## src/rtl/scsi_rx_pkg.sv

```systemverilog
package scsi_rx_pkg;

  // Host register window
  localparam int REG_MODE  = 0;
  localparam int REG_TCMD  = 1;
  localparam int REG_STAT  = 2;
  localparam int REG_START = 3;
  localparam int REG_DATA  = 4;

  // Mode register: DMA enable bit position
  localparam int MODE_DMA_BIT = 1;

  // Status word bit positions
  localparam int ST_EOD = 0;
  localparam int ST_PM  = 1;
  localparam int ST_DRQ = 2;
  localparam int ST_BSY = 3;
  localparam int ST_REQ = 4;
  localparam int ST_ACK = 5;

  // Bus phase: MSG is the most significant bit
  localparam int PHASE_W = 3;

  typedef struct packed {
    logic msg;
    logic cd;
    logic io;
  } phase_t;

  typedef enum logic [1:0] {
    HS_IDLE     = 2'd0,
    HS_WAIT_REQ = 2'd1,
    HS_WAIT_REL = 2'd2
  } hs_state_e;

endpackage

```

## src/rtl/scsi_rx_sync.sv

```systemverilog
module scsi_rx_sync #(
  parameter int WIDTH  = 1,
  parameter int STAGES = 2
) (
  input  logic             clk,
  input  logic             rst_n,
  input  logic [WIDTH-1:0] d,
  output logic [WIDTH-1:0] q
);

  generate
    if (STAGES <= 1) begin : g_single
      logic [WIDTH-1:0] stage_q;
      always_ff @(posedge clk or negedge rst_n) begin
        if (!rst_n) begin
          stage_q <= '0;
        end else begin
          stage_q <= d;
        end
      end
      assign q = stage_q;
    end else begin : g_chain
      logic [STAGES-1:0][WIDTH-1:0] stage_q;
      always_ff @(posedge clk or negedge rst_n) begin
        if (!rst_n) begin
          stage_q <= '0;
        end else begin
          stage_q <= {stage_q[STAGES-2:0], d};
        end
      end
      assign q = stage_q[STAGES-1];
    end
  endgenerate

endmodule

```

## src/rtl/scsi_rx_regs.sv

```systemverilog
module scsi_rx_regs
  import scsi_rx_pkg::*;
#(
  parameter int DATA_W = 8,
  parameter int ADDR_W = 3
) (
  input  logic              clk,
  input  logic              rst_n,
  input  logic              host_wr,
  input  logic [ADDR_W-1:0] host_addr,
  input  logic [DATA_W-1:0] host_wdata,
  input  logic              term_i,
  input  phase_t            bus_phase_i,
  input  logic              bsy_i,
  input  logic              req_i,
  input  logic              ack_i,
  input  logic              drq_i,
  input  logic              eod_i,
  input  logic [DATA_W-1:0] latch_i,
  output logic [DATA_W-1:0] host_rdata,
  output logic              dma_mode_o,
  output logic              start_o,
  output logic              mode_wr_o,
  output logic              pm_o
);

  logic [DATA_W-1:0] mode_q, mode_d;
  logic [DATA_W-1:0] tcmd_q, tcmd_d;
  logic              mode_en, tcmd_en;
  logic [DATA_W-1:0] stat_w;
  phase_t            want_phase;

  // Address decode
  always_comb begin
    mode_en   = host_wr && (host_addr == ADDR_W'(REG_MODE));
    tcmd_en   = host_wr && (host_addr == ADDR_W'(REG_TCMD));
    start_o   = host_wr && (host_addr == ADDR_W'(REG_START));
    mode_wr_o = mode_en;
  end

  // Next-state for the mode register: a termination always wins the DMA bit
  always_comb begin
    mode_d = mode_q;
    if (mode_en) begin
      mode_d = host_wdata;
    end
    if (term_i) begin
      mode_d[MODE_DMA_BIT] = 1'b0;
    end
  end

  always_comb begin
    tcmd_d = tcmd_q;
    if (tcmd_en) begin
      tcmd_d = host_wdata;
    end
  end

  always_ff @(posedge clk or negedge rst_n) begin
    if (!rst_n) begin
      mode_q <= '0;
      tcmd_q <= '0;
    end else begin
      if (mode_en || term_i) begin
        mode_q <= mode_d;
      end
      if (tcmd_en) begin
        tcmd_q <= tcmd_d;
      end
    end
  end

  assign dma_mode_o = mode_q[MODE_DMA_BIT];

  // Phase comparison against the programmed expectation
  assign want_phase = phase_t'(tcmd_q[PHASE_W-1:0]);
  assign pm_o       = (bus_phase_i == want_phase);

  always_comb begin
    stat_w         = '0;
    stat_w[ST_EOD] = eod_i;
    stat_w[ST_PM]  = pm_o;
    stat_w[ST_DRQ] = drq_i;
    stat_w[ST_BSY] = bsy_i;
    stat_w[ST_REQ] = req_i;
    stat_w[ST_ACK] = ack_i;
  end

  // Read mux
  always_comb begin
    host_rdata = '0;
    if (host_addr == ADDR_W'(REG_MODE)) begin
      host_rdata = mode_q;
    end else if (host_addr == ADDR_W'(REG_TCMD)) begin
      host_rdata = tcmd_q;
    end else if (host_addr == ADDR_W'(REG_STAT)) begin
      host_rdata = stat_w;
    end else if (host_addr == ADDR_W'(REG_DATA)) begin
      host_rdata = latch_i;
    end
  end

  AST_DMA_BIT_DROP: assert property (@(posedge clk) disable iff (!rst_n)
    $fell(mode_q[MODE_DMA_BIT]) |-> ($past(term_i) || $past(host_wr)));

endmodule

```

## src/rtl/scsi_rx_hshk.sv

```systemverilog
module scsi_rx_hshk
  import scsi_rx_pkg::*;
#(
  parameter int DATA_W = 8
) (
  input  logic              clk,
  input  logic              rst_n,
  input  logic              start_i,
  input  logic              abort_i,
  input  logic              dma_mode_i,
  input  logic              drq_i,
  input  logic              req_i,
  input  logic [DATA_W-1:0] bus_data_i,
  output logic              ack_o,
  output logic              done_o,
  output logic [DATA_W-1:0] latch_o
);

  hs_state_e         state_q, state_d;
  logic              ack_q, ack_d;
  logic [DATA_W-1:0] latch_q;
  logic              cap_en;

  // Next-state logic of the byte handshake
  always_comb begin
    state_d = state_q;
    ack_d   = ack_q;
    done_o  = 1'b0;
    cap_en  = 1'b0;
    unique case (state_q)
      HS_IDLE: begin
        if (start_i) begin
          state_d = HS_WAIT_REQ;
        end
      end
      HS_WAIT_REQ: begin
        if (abort_i) begin
          state_d = HS_IDLE;
        end else if (req_i && !drq_i) begin
          state_d = HS_WAIT_REL;
          ack_d   = 1'b1;
          cap_en  = 1'b1;
        end
      end
      HS_WAIT_REL: begin
        if (abort_i) begin
          state_d = HS_IDLE;
          ack_d   = 1'b0;
        end else if (!req_i) begin
          ack_d   = 1'b0;
          done_o  = 1'b1;
          state_d = dma_mode_i ? HS_WAIT_REQ : HS_IDLE;
        end
      end
      default: begin
        state_d = HS_IDLE;
        ack_d   = 1'b0;
      end
    endcase
  end

  always_ff @(posedge clk or negedge rst_n) begin
    if (!rst_n) begin
      state_q <= HS_IDLE;
      ack_q   <= 1'b0;
      latch_q <= '0;
    end else begin
      state_q <= state_d;
      ack_q   <= ack_d;
      if (cap_en) begin
        latch_q <= bus_data_i;
      end
    end
  end

  assign ack_o   = ack_q;
  assign latch_o = latch_q;

  AST_NO_ACK_WITH_DRQ: assert property (@(posedge clk) disable iff (!rst_n)
    ack_q |-> !drq_i);

  AST_ACK_AFTER_REQ: assert property (@(posedge clk) disable iff (!rst_n)
    $rose(ack_q) |-> $past(req_i));

  AST_ACK_HELD: assert property (@(posedge clk) disable iff (!rst_n)
    (ack_q && req_i && !abort_i) |=> ack_q);

endmodule

```

## src/rtl/scsi_rx_dreq.sv

```systemverilog
module scsi_rx_dreq (
  input  logic clk,
  input  logic rst_n,
  input  logic done_i,
  input  logic dma_rd_i,
  input  logic dma_mode_i,
  input  logic bsy_i,
  input  logic pm_i,
  input  logic mode_wr_i,
  output logic drq_o,
  output logic eod_o,
  output logic term_o
);

  logic drq_q, drq_d;
  logic eod_q, eod_d;

  // Termination: target gone or phase changed while DMA is armed
  assign term_o = dma_mode_i && (!bsy_i || !pm_i);

  // Set and clear are idempotent: a set of a set flag changes nothing else
  always_comb begin
    drq_d = drq_q;
    if (dma_rd_i) begin
      drq_d = 1'b0;
    end
    if (done_i) begin
      drq_d = 1'b1;
    end
    if (term_o) begin
      drq_d = 1'b0;
    end
  end

  always_comb begin
    eod_d = eod_q;
    if (mode_wr_i) begin
      eod_d = 1'b0;
    end
    if (term_o) begin
      eod_d = 1'b1;
    end
  end

  always_ff @(posedge clk or negedge rst_n) begin
    if (!rst_n) begin
      drq_q <= 1'b0;
      eod_q <= 1'b0;
    end else begin
      if (dma_rd_i || done_i || term_o) begin
        drq_q <= drq_d;
      end
      if (mode_wr_i || term_o) begin
        eod_q <= eod_d;
      end
    end
  end

  assign drq_o = drq_q;
  assign eod_o = eod_q;

  AST_TERM_DROPS_DRQ: assert property (@(posedge clk) disable iff (!rst_n)
    term_o |=> (!drq_q && eod_q));

  AST_DRQ_FROM_DONE: assert property (@(posedge clk) disable iff (!rst_n)
    $rose(drq_q) |-> $past(done_i));

  AST_EOD_CLEAR: assert property (@(posedge clk) disable iff (!rst_n)
    (mode_wr_i && !term_o) |=> !eod_q);

endmodule

```

## src/rtl/scsi_dma_rx.sv

```systemverilog
module scsi_dma_rx
  import scsi_rx_pkg::*;
#(
  parameter int DATA_W      = 8,
  parameter int ADDR_W      = 3,
  parameter int SYNC_STAGES = 2
) (
  input  logic              clk,
  input  logic              rst_n,
  input  logic              host_wr,
  input  logic [ADDR_W-1:0] host_addr,
  input  logic [DATA_W-1:0] host_wdata,
  output logic [DATA_W-1:0] host_rdata,
  input  logic              scsi_req,
  input  logic              scsi_bsy,
  input  logic              scsi_msg,
  input  logic              scsi_cd,
  input  logic              scsi_io,
  input  logic [DATA_W-1:0] scsi_data,
  output logic              scsi_ack,
  output logic              dma_req,
  input  logic              dma_rd,
  output logic [DATA_W-1:0] dma_data
);

  localparam int CTL_W = PHASE_W + 2;

  logic [1:0]        rst_pipe_q;
  logic              rst_sync_n;
  logic [CTL_W-1:0]  ctl_raw, ctl_s;
  logic              req_s, bsy_s;
  phase_t            phase_s;
  logic              dma_mode, start, mode_wr, pm;
  logic              term, done, drq, eod, ack;
  logic [DATA_W-1:0] latch;

  // Reset: asserted asynchronously, released on the clock
  always_ff @(posedge clk or negedge rst_n) begin
    if (!rst_n) begin
      rst_pipe_q <= '0;
    end else begin
      rst_pipe_q <= {rst_pipe_q[0], 1'b1};
    end
  end
  assign rst_sync_n = rst_pipe_q[1];

  assign ctl_raw = {scsi_req, scsi_bsy, scsi_msg, scsi_cd, scsi_io};

  scsi_rx_sync #(.WIDTH(CTL_W), .STAGES(SYNC_STAGES)) u_sync (
    .clk   (clk),
    .rst_n (rst_sync_n),
    .d     (ctl_raw),
    .q     (ctl_s)
  );

  assign req_s   = ctl_s[CTL_W-1];
  assign bsy_s   = ctl_s[CTL_W-2];
  assign phase_s = phase_t'(ctl_s[PHASE_W-1:0]);

  scsi_rx_regs #(.DATA_W(DATA_W), .ADDR_W(ADDR_W)) u_regs (
    .clk         (clk),
    .rst_n       (rst_sync_n),
    .host_wr     (host_wr),
    .host_addr   (host_addr),
    .host_wdata  (host_wdata),
    .term_i      (term),
    .bus_phase_i (phase_s),
    .bsy_i       (bsy_s),
    .req_i       (req_s),
    .ack_i       (ack),
    .drq_i       (drq),
    .eod_i       (eod),
    .latch_i     (latch),
    .host_rdata  (host_rdata),
    .dma_mode_o  (dma_mode),
    .start_o     (start),
    .mode_wr_o   (mode_wr),
    .pm_o        (pm)
  );

  scsi_rx_hshk #(.DATA_W(DATA_W)) u_hshk (
    .clk        (clk),
    .rst_n      (rst_sync_n),
    .start_i    (start),
    .abort_i    (term),
    .dma_mode_i (dma_mode),
    .drq_i      (drq),
    .req_i      (req_s),
    .bus_data_i (scsi_data),
    .ack_o      (ack),
    .done_o     (done),
    .latch_o    (latch)
  );

  scsi_rx_dreq u_dreq (
    .clk        (clk),
    .rst_n      (rst_sync_n),
    .done_i     (done),
    .dma_rd_i   (dma_rd),
    .dma_mode_i (dma_mode),
    .bsy_i      (bsy_s),
    .pm_i       (pm),
    .mode_wr_i  (mode_wr),
    .drq_o      (drq),
    .eod_o      (eod),
    .term_o     (term)
  );

  assign scsi_ack = ack;
  assign dma_req  = drq;
  assign dma_data = latch;

  AST_DRQ_ALIGNS_ACK: assert property (@(posedge clk) disable iff (!rst_sync_n)
    $rose(dma_req) |-> $fell(scsi_ack));

endmodule

```

## config.mk

```make
export PLATFORM = sky130hd
export DESIGN_NAME = scsi_dma_rx
export DESIGN_NICKNAME = d
export VERILOG_FILES = /design/src/rtl/scsi_rx_pkg.sv /design/src/rtl/scsi_rx_sync.sv /design/src/rtl/scsi_rx_regs.sv /design/src/rtl/scsi_rx_hshk.sv /design/src/rtl/scsi_rx_dreq.sv /design/src/rtl/scsi_dma_rx.sv
export SDC_FILE = /design/constraint.sdc
export NUM_CORES = 1
export LEC_CHECK = 0
export BUFFER_PORTS_ARGS = -buffer_cell sky130_fd_sc_hd__buf_4
export CORE_MARGIN = 2
export CORE_UTILIZATION = 35
export CTS_CLUSTER_DIAMETER = 120
export DETAILED_ROUTE_END_ITERATION = 7
export SLEW_MARGIN = 40
export SYNTH_ARGS = -nofsm -noshare
export SYNTH_HDL_FRONTEND = slang
export SYNTH_HIERARCHICAL = 1
export SYNTH_SLANG_ARGS = --single-unit
```

## constraint.sdc

```tcl
create_clock -name clk -period 1.16 [get_ports clk]
set_input_delay 0.058 -clock clk [delete_from_list [all_inputs] [get_ports clk]]
set_output_delay 0.058 -clock clk [all_outputs]
set_load 0.005 [all_outputs]
```

==> results of run 1 <==
path summary, 6_finish.rpt:
path	endpoint	cells after the start	slack, ns
hold / removal	u_hshk/latch_o[0]	2	0.009
hold reg to reg	u_dreq/drq_o	1	0.23
setup reg to reg	u_hshk/latch_o[6]	6	-0.43
max in group asynchronous	u_hshk/latch_o[6]	1	0.74
setup / recovery	u_hshk/latch_o[6]	6	-0.43
min in group asynchronous	rst_pipe_q[0]	2	0.07
cell usage in the layout, fill, tap and decap left out, types with 2 or more instances in the layout:
| cell | netlist | routed |
|---|---|---|
| nand2_1 | 3 | 3 |
| o211ai_1 | 2 | 2 |
| nand3_1 | 3 | 3 |
| a21oi_1 | 6 | 4 |
| xor2_1 | 3 | 3 |
| nor3_2 | 0 | 3 |
| mux2i_1 | 9 | 5 |
| clkbuf_8 | 0 | 6 |
| o21ai_1 | 0 | 4 |
| nor2b_1 | 4 | 3 |
| dlygate4sd3_1 | 0 | 17 |
| buf_4 | 7 | 68 |
| inv_1 | 4 | 4 |
| a2bb2oi_2 | 0 | 4 |
| mux2i_2 | 0 | 3 |
| mux2_2 | 23 | 23 |
| a21oi_2 | 0 | 2 |
| dfrtp_1 | 41 | 40 |
| nand2b_1 | 2 | 2 |
| nor2_1 | 5 | 4 |
sequential cells by signal (all words and copies together), names as in the netlist, 2 cells and up:
register	count
u_sync/g_chain.stage_q	5
u_regs/tcmd_q	8
u_regs/mode_q	8
u_hshk/latch_o	8
rst_pipe_q	2
u_hshk/state_q	2
u_sync/q	5
area by class of cell:
| type | instances | area, um2 | area share [%] |
|---|---|---|---|
| well taps | 70 | 87.58 | 3.129 |
| clock buffers | 7 | 86.33 | 3.084 |
| clock inverters | 1 | 30.03 | 1.073 |
| inverters | 4 | 15.01 | 0.5364 |
| flip-flops and latches | 41 | 1027 | 36.70 |
| multi-input cells | 90 | 840.8 | 30.04 |
| repair buffers | 87 | 711.9 | 25.44 |
routing by layer:
| metal | vias up | part of all wire (%) | wire [um] | track usage [%] |
|---|---|---|---|---|
| li1 | 680 | - | - | - |
| met1 | 693 | 45 | 1920 | 19.49 |
| met2 | 32 | 49 | 2113 | 25.04 |
| met3 | 7 | 4.5 | 191 | 3.953 |
| met4 | 0 | 1.5 | 63 | 5.357 |
| met5 | - | 0 | 0 | 0 |
power by group:
part	internal, mW	total (mW)	switching [mW]
clock network	0.701	1.17	0.467
registers	1.79	2.08	0.282
logic	1.11	1.81	0.701
total	3.60	5.05	1.45
worst max-delay path: cells and delay by family (launching register included):
family / cells / cell delay (ns)
AND/OR/NAND/NOR: 3 / 0.53
flip-flops: 1 / 0.37
multiplexers: 1 / 0.30
XOR/XNOR: 1 / 0.17
AO/OA/AOI/OAI: 1 / 0.10
through the flow:
| stage | setup TNS, ns | hold WS [ns] | instance area [um2] | utilization (%) | cells |
|---|---|---|---|---|---|
| 2_1_floorplan | -4.865 | -0.2376 | 1892 | - | 147 |
| 3_3_place_gp | -5.236 | -0.1598 | 2394 | 46.57 | 271 |
| 3_5_place_dp | -5.658 | -0.1578 | 2394 | 46.57 | 271 |
| 4_1_cts | -6.791 | 0.001180 | 2751 | 53.53 | 299 |
| 5_1_grt | -7.898 | 0.001739 | 2799 | 54.45 | 300 |
| 6_report | -6.461 | 0.009115 | 2799 | 54.45 | 300 |
logic make-up (layout without fill, tap and decap cells):
| group | after synthesis | in the layout | share of synthesized area, % |
|---|---|---|---|
| flip-flops | 41 | 41 | 54.48 |
| multiplexers | 32 | 32 | 18.54 |
| AND/OR/NAND/NOR | 31 | 31 | 10.83 |
| AO/OA/AOI/OAI | 23 | 23 | 8.771 |
| buffers and inverters | 16 | 99 | 5.780 |
| XOR/XNOR | 3 | 3 | 1.396 |
| other | 1 | 1 | 0.1991 |
timing repair:
item / CTS / global route
pin swaps: 9 / 5
endpoints found under the setup margin: 22 / 22
hold buffers: 16 / 1
buffers inserted: 4 / 0
hold endpoints to repair: 18 / 1
resized for setup: 16 / 8
==> results.sh, run 1 <==
export IMPL_wl_mm=4.288
export IMPL_synth_flop_cell="dfrtp_1"
export IMPL_yosysMostFrequentCell="dfrtp_1"
export IMPL_clk_pin_slew_worst_paths_ns=0.07
export IMPL_violations="negative setup slack"
export IMPL_port_buffer_count=45
export IMPL_synthesis_nets=175
export IMPL_via_per_inst=4.707
export IMPL_startpoint="u_sync/q[1]"
export IMPL_grt_max_degree=40
export IMPL_cp_end_kind="flop"
export IMPL_n_antenna_cell=0
export IMPL_critPathLaunchType="flop"
export IMPL_cpMaxStageDelayCell="dfrtp_1"
export IMPL_status="complete, but fails checks"
export IMPL_yosysTopAreaCellShare_pct=54.49
export IMPL_vdd_ir_drop_worst_mv=0.7863
export IMPL_place_ws_ns=-0.4920
export IMPL_grt_usage_pct=15.23
export IMPL_fin_crit_sh_pct=136.9
export IMPL_finalPower_mw=5.053
export IMPL_cp_required_ns=1.34
export IMPL_final_setup_viol_count=22
export IMPL_cts_root_buf="clkbuf_8"
export IMPL_synthTopCellsByCount="dfrtp_1, mux2_2, mux2i_1, buf_4, a21oi_1"
export IMPL_cts_tree="yes"
export IMPL_gp_congestion=0.8035
export IMPL_dieWidth_um=77.35
export IMPL_hold_path_class="primary input to flop"
export IMPL_leakage_nw=1.280
export IMPL_drive_gt1_share_pct=53.48
export IMPL_drc=0
export IMPL_cts_inserted_buffers=5
export IMPL_slew_viol_final=0
export IMPL_wire_per_inst_um=14.29
export IMPL_period_needed_ns=1.588
export IMPL_max_cap_viol_count=0
export IMPL_grt_pass1_wl_mm=6.989
export IMPL_final_nets=257
export IMPL_synth_edff_count=0
export IMPL_cts_sinks=41
export IMPL_async_flop_share_pct=100.0
export IMPL_hold_viol=0
export IMPL_synth_seq_area_share_pct=54.49
export IMPL_grt_overflow=0
export IMPL_placementRows=26
export IMPL_fp_dieArea_mm2=0.005983
export IMPL_antenna_found_initial=0
export IMPL_cts_htree_levels=2
export IMPL_cp_max_fo=8
export IMPL_area_delta_synth_final_pct=48.64
export IMPL_nFillCells=479
export IMPL_ys_top_cells_by_area="dfrtp_1, mux2_2, mux2i_1"
export IMPL_cts_max_path_buffers=2
export IMPL_p_per_area_mw_per_mm2=1805
export IMPL_ys_seq_elements=41
export IMPL_dr_pass1_iters=4
export IMPL_synth_top_area_cell="dfrtp_1"
export IMPL_max_freq_mhz=629.6
export IMPL_grt_pass1_vias=1425
export IMPL_arrival_ns=1.76
export IMPL_slowest_delay_ns=0.37
export IMPL_hp_start="scsi_data[0]"
export IMPL_clk_latency_ns=0.29
export IMPL_post_synth_cell_area_avg_um2=12.81
export IMPL_ioPinCount=46
export IMPL_ys_types=33
export IMPL_drt_iter0_drc=50
export IMPL_rsz0062_at_grt="true"
export IMPL_syn_inst=147
export IMPL_die_height_um=77.35
export IMPL_path_cells="xor2_1 -> nor3_2 -> a21boi_4 -> nor2b_4 -> nand2_4 -> mux2_2"
export IMPL_setup_slack_ns=-0.4283
export IMPL_vias=1412
export IMPL_core_area_mm2=0.005140
export IMPL_yosys_warnings=6
export IMPL_finClkSkew_ns=0.003747
export IMPL_synth_area_mm2=0.001883
export IMPL_critical_path_class="flop to flop"
export IMPL_dpl_hpwl_mm=3.077
export IMPL_initial_core_util_pct=36.64
export IMPL_r2r_start="u_sync/q[1]"
export IMPL_ant_nets=0
No activity file was read; power rests on OpenSTA's default activity.
==> run 2: changes to the inputs <==
--- a/config.mk
+++ b/config.mk
@@ -7,7 +7,7 @@
 export LEC_CHECK = 0
 export BUFFER_PORTS_ARGS = -buffer_cell sky130_fd_sc_hd__buf_4
 export CORE_MARGIN = 2
-export CORE_UTILIZATION = 35
+export CORE_UTILIZATION = 25
 export CTS_CLUSTER_DIAMETER = 120
 export DETAILED_ROUTE_END_ITERATION = 7
 export SLEW_MARGIN = 40
==> results.sh, run 2 (synthesized netlist as in run 1, its figures left out) <==
export IMPL_fin_crit_sh_pct=140.9
export IMPL_r2r_start="u_regs/tcmd_q[1]"
export IMPL_p_per_area_mw_per_mm2=1704
export IMPL_cts_root_buf="clkbuf_8"
export IMPL_critical_path_class="flop to flop"
export IMPL_startpoint="u_regs/tcmd_q[1]"
export IMPL_violations="negative setup slack"
export IMPL_drc=0
export IMPL_grt_usage_pct=10.57
export IMPL_mostFrequentLayoutCells="buf_4, dfrtp_1, mux2_2"
export IMPL_arrival_ns=1.82
export IMPL_path_cells="xor2_1 -> nor3_2 -> a21boi_4 -> nor2b_4 -> nand2_4 -> mux2_4"
export IMPL_finalSetupTns_ns=-6.764
export IMPL_grt_overflow=0
export IMPL_cts_sinks=41
export IMPL_grt_pass1_wl_mm=6.913
export IMPL_cts_tree="yes"
export IMPL_slew_viol_final=0
export IMPL_final_common_cell="buf_4"
export IMPL_intPower_mw=3.472
export IMPL_period_needed_ns=1.635
export IMPL_wire_per_inst_um=12.56
export IMPL_drive_gt1_share_pct=54.62
export IMPL_antenna_found_initial=0
export IMPL_dpl_cell_area_mm2=0.002455
export IMPL_cp_required_ns=1.34
export IMPL_ant_nets=0
export IMPL_cts_inserted_buffers=5
export IMPL_pwr_share_comb_pct=40.6
export IMPL_crit_buf_inv=0
export IMPL_initial_core_util_pct=25.82
export IMPL_cp_end_kind="flop"
export IMPL_core_area_mm2=0.007292
export IMPL_max_cap_viol_count=0
export IMPL_dr_pass1_iters=4
export IMPL_dieWidth_um=90.79
export IMPL_vdd_ir_drop_worst_mv=0.4945
export IMPL_gp_congestion=0.7302
export IMPL_finalPower_mw=4.965
export IMPL_clk_latency_ns=0.29
export IMPL_leakage_nw=1.330
export IMPL_vias=1419
export IMPL_cts_htree_levels=2
export IMPL_hold_ws_ns=0.01702
export IMPL_n_antenna_cell=0
export IMPL_cp_max_fo=8
export IMPL_final_nets=265
export IMPL_wl_mm=4.232
export IMPL_hold_path_class="primary input to flop"
export IMPL_cpMaxStageDelayCell="dfrtp_1"
export IMPL_drt_iter0_drc=34
export IMPL_p_switching_mw=1.492
export IMPL_pwr_share_clk_pct=18.0
export IMPL_die_height_um=90.79
export IMPL_p_sw_share_pct=30.06
export IMPL_slowest_delay_ns=0.40
export IMPL_clk_pin_slew_worst_paths_ns=0.08
export IMPL_final_setup_viol_count=22
export IMPL_grt_pass1_vias=1450
export IMPL_cp_top_family="simple AND/OR/NAND/NOR gates"
export IMPL_port_buffer_count=45
export IMPL_dpl_cell_count=300
export IMPL_critPathLaunchType="flop"
export IMPL_hold_viol=0
export IMPL_grt_max_degree=40
export IMPL_max_freq_mhz=611.8
export IMPL_dpl_hpwl_mm=3.027
export IMPL_seq_power_share_pct=41.5
export IMPL_area_delta_synth_final_pct=54.68
export IMPL_hp_start="host_wdata[3]"
export IMPL_fp_dieArea_mm2=0.008243
export IMPL_ioPinCount=46
export IMPL_finClkSkew_ns=0.007785
export IMPL_cts_max_path_buffers=2
export IMPL_status="complete, but fails checks"
export IMPL_rsz0062_at_grt="true"
export IMPL_setup_slack_ns=-0.4746
export IMPL_final_area_mm2=0.002913
export IMPL_placementRows=31
export IMPL_via_per_inst=4.211
export IMPL_instances_no_fill=337
-- run 2: cell types whose count changed in the layout (fill, tap and decap cells not counted), moves of 2 or more --
cell,before,now
buf_6,1,5
buf_12,1,3
clkinv_2,0,2
dlygate4sd3_1,17,19
-- run 2: what timing repair did --
action | 4_1_cts | 5_1_grt
pin swaps | 11 | 4
hold endpoints to repair | 22 | 0
gates resized for setup | 19 | 11
setup buffers | 8 | 2
setup endpoints to repair | 22 | 22
hold buffers | 19 | 0
-- run 2: path summary, 6_finish.rpt --
check / end / depth (start not counted) / slack [ns]
setup / recovery: u_hshk/latch_o[0] / 6 / -0.47
hold / removal: u_regs/mode_q[3] / 2 / 0.02
setup reg to reg: u_hshk/latch_o[0] / 6 / -0.47
hold reg to reg: u_regs/tcmd_q[5] / 1 / 0.23
max in group asynchronous: u_regs/tcmd_q[1] / 1 / 0.73
min in group asynchronous: rst_pipe_q[1] / 2 / 0.08
-- run 2: layout make-up --
type | count | area [um2]
Clock buffer | 6 | 72.57
Clock inverter | 2 | 10.01
Fill cell | 732 | 4379
Inverter | 4 | 15.01
Multi-Input combinational cell | 90 | 847.1
Sequential cell | 41 | 1027
Tap cell | 99 | 123.9
Timing Repair Buffer | 95 | 817.0
-- run 2: power by group through the flow --
stage                     clock network, mW  registers, mW  logic [mW]
after floorplan                           0           2.06       0.847
after global placement                    0           2.07        1.58
after detailed placement                  0           2.08        1.61
after CTS                             0.936           2.05        1.91
after global routing                   1.00           2.11        2.16
final                                 0.892           2.06        2.01
-- run 2: through the flow --
stage,utilization (%),worst slack [ns]
2_1_floorplan,-,-0.4904
3_3_place_gp,33.67,-0.4733
3_5_place_dp,33.67,-0.4922
4_1_cts,39.09,-0.4626
5_1_grt,39.95,-0.5711
6_report,39.95,-0.4746
-- run 2: layer usage --
layer / track usage, % / vias to the layer above / wire (um)
li1: - / 697 / -
met1: 14.32 / 679 / 1994
met2: 15.86 / 36 / 1959
met3: 3.088 / 7 / 213
met4: 4.167 / 0 / 65
met5: 0 / - / 0
-- run 2: worst reg2reg max path, cell delays in order (launching register included) --
cell,delay (ns)
dfrtp_1,0.40
xor2_1,0.16
nor3_2,0.28
a21boi_4,0.11
nor2b_4,0.16
nand2_4,0.11
mux2_4,0.32
==> run 3: changes to the inputs <==
--- a/config.mk
+++ b/config.mk
@@ -6,10 +6,12 @@
 export NUM_CORES = 1
 export LEC_CHECK = 0
 export BUFFER_PORTS_ARGS = -buffer_cell sky130_fd_sc_hd__buf_4
+export CAP_MARGIN = 10
 export CORE_MARGIN = 2
 export CORE_UTILIZATION = 25
 export CTS_CLUSTER_DIAMETER = 120
 export DETAILED_ROUTE_END_ITERATION = 7
+export SKIP_CTS_REPAIR_TIMING = 1
 export SLEW_MARGIN = 40
 export SYNTH_ARGS = -nofsm -noshare
 export SYNTH_HDL_FRONTEND = slang
==> results.sh, run 3 (synthesized netlist as in run 1, its figures left out) <==
export IMPL_status="complete, but fails checks"
export IMPL_violations="negative setup slack"
export IMPL_rsz0062_at_grt="true"
export IMPL_hold_viol=0
export IMPL_wl_met2_mm=1.842
export IMPL_hold_depth=2
export IMPL_intPower_mw=3.418
export IMPL_crit_top_cell="buf_4"
export IMPL_p_switching_mw=1.449
export IMPL_grt_usage_pct=10.00
export IMPL_cts_root_buf="clkbuf_8"
export IMPL_dpl_hpwl_mm=3.027
export IMPL_critical_path_class="flop to output pin"
export IMPL_cp_end_kind="output pin"
export IMPL_r2r_slack_ns=-0.46
export IMPL_cts_htree_levels=2
export IMPL_finClkSkew_ns=0.006735
export IMPL_grt_pass1_wl_mm=6.430
export IMPL_dieWidth_um=90.79
export IMPL_cts_tree="yes"
export IMPL_top_layer="met4"
export IMPL_cts_max_path_buffers=2
export IMPL_grt_overflow=0
export IMPL_max_cap_viol_count=0
export IMPL_setup_slack_ns=-0.4622
export IMPL_rr_endpoint="u_hshk/latch_o[5]"
export IMPL_initial_core_util_pct=25.82
export IMPL_port_buffer_count=45
export IMPL_placementRows=31
export IMPL_ioPinCount=46
export IMPL_grt_max_degree=40
export IMPL_drive_gt1_share_pct=52.34
export IMPL_r2r_start="u_regs/tcmd_q[1]"
export IMPL_slew_viol_final=0
export IMPL_critPathLaunchType="flop"
export IMPL_p_per_area_mw_per_mm2=1699
export IMPL_pwr_share_comb_pct=39.6
export IMPL_period_needed_ns=1.622
export IMPL_hold_path_class="primary input to flop"
export IMPL_finalSetupTns_ns=-6.829
export IMPL_reg2regPathDepth=6
export IMPL_clk_pin_slew_worst_paths_ns=0.08
export IMPL_fp_dieArea_mm2=0.008243
export IMPL_cts_sinks=41
export IMPL_max_freq_mhz=616.4
export IMPL_startpoint="u_regs/tcmd_q[1]"
export IMPL_cp_max_fo=2
export IMPL_slowest_delay_ns=0.40
export IMPL_seq_power_share_pct=42.1
export IMPL_cts_inserted_buffers=5
export IMPL_via_per_inst=4.207
export IMPL_pwr_share_clk_pct=18.2
export IMPL_cpMaxStageDelayCell="dfrtp_1"
export IMPL_p_sw_share_pct=29.78
export IMPL_wire_per_inst_um=12.34
export IMPL_vdd_ir_drop_worst_mv=0.4979
export IMPL_drc=0
export IMPL_arrival_ns=1.56
export IMPL_core_area_mm2=0.007292
export IMPL_grt_pass1_vias=1318
export IMPL_ant_nets=0
export IMPL_final_util_pct=39.29
export IMPL_mostFrequentLayoutCells="buf_4, dfrtp_1, mux2_2"
export IMPL_dr_pass1_iters=4
export IMPL_gp_congestion=0.7302
export IMPL_n_antenna_cell=0
export IMPL_cp_required_ns=1.10
export IMPL_leakage_nw=1.308
export IMPL_fin_crit_sh_pct=139.8
export IMPL_drt_iter0_drc=25
export IMPL_wl_mm=4.123
export IMPL_path_cells="xor2_1 -> nor3_2 -> buf_4 -> a211o_1 -> buf_4"
export IMPL_hp_start="host_wdata[3]"
export IMPL_die_height_um=90.79
export IMPL_vias=1405
export IMPL_routed_wl_met3_um=215
export IMPL_hold_end="u_regs/mode_q[3]"
export IMPL_clk_latency_ns=0.29
export IMPL_final_common_cell="buf_4"
export IMPL_final_setup_viol_count=22
export IMPL_antenna_found_initial=0
export IMPL_final_nets=262
export IMPL_area_delta_synth_final_pct=52.16
export IMPL_wl_met1_mm=2.000
## run 3: worst max-delay path, delay by kind of cell (launching register included)
kind | cells | cell delay, ns
compound gates | 1 | 0.15
xor+xnor | 1 | 0.16
buf+inv | 2 | 0.28
flops | 1 | 0.40
simple gates | 1 | 0.29
## run 3: cell type report
cell class / instances / area, um2
Clock buffer: 6 / 72.57
Multi-Input combinational cell: 90 / 825.8
Fill cell: 745 / 4427
Clock inverter: 2 / 10.01
Tap cell: 99 / 123.9
Sequential cell: 41 / 1027
Inverter: 4 / 15.01
Timing Repair Buffer: 92 / 790.8
## run 3: power by group through the flow
stage / combinational [mW] / sequential (mW) / clock, mW
floorplan: 0.847 / 2.06 / 0
global placement: 1.58 / 2.07 / 0
detailed placement: 1.61 / 2.08 / 0
CTS: 1.62 / 2.05 / 0.936
global route: 2.09 / 2.10 / 1.00
finish: 1.93 / 2.05 / 0.888
## run 3: through the flow
stage	worst slack, ns	hold slack (ns)	instances	instance area (um2)	total power [mW]
3_3_place_gp	-0.4733	-0.1587	300	2455	3.654
5_1_grt	-0.5585	0.001578	334	2865	5.190
4_1_cts	-0.5027	-0.4875	308	2537	4.605
2_1_floorplan	-0.4904	-0.2376	147	1892	2.907
6_report	-0.4622	0.01541	334	2865	4.867
3_5_place_dp	-0.4922	-0.1586	300	2455	3.695
## run 3: worst max-delay path by stage
stage	endpoint	slack (ns)
after floorplan	u_hshk/latch_o[0]	-0.49
after global placement	u_hshk/latch_o[7]	-0.47
after detailed placement	u_hshk/latch_o[5]	-0.49
after CTS	u_hshk/latch_o[5]	-0.50
after global routing	host_rdata[1]	-0.56
final	host_rdata[1]	-0.46
## run 3: metal layers
metal	up-vias	GRT usage [%]
li1	686	-
met1	676	12.96
met2	36	15.05
met3	7	3.673
met4	0	4.167
met5	-	0
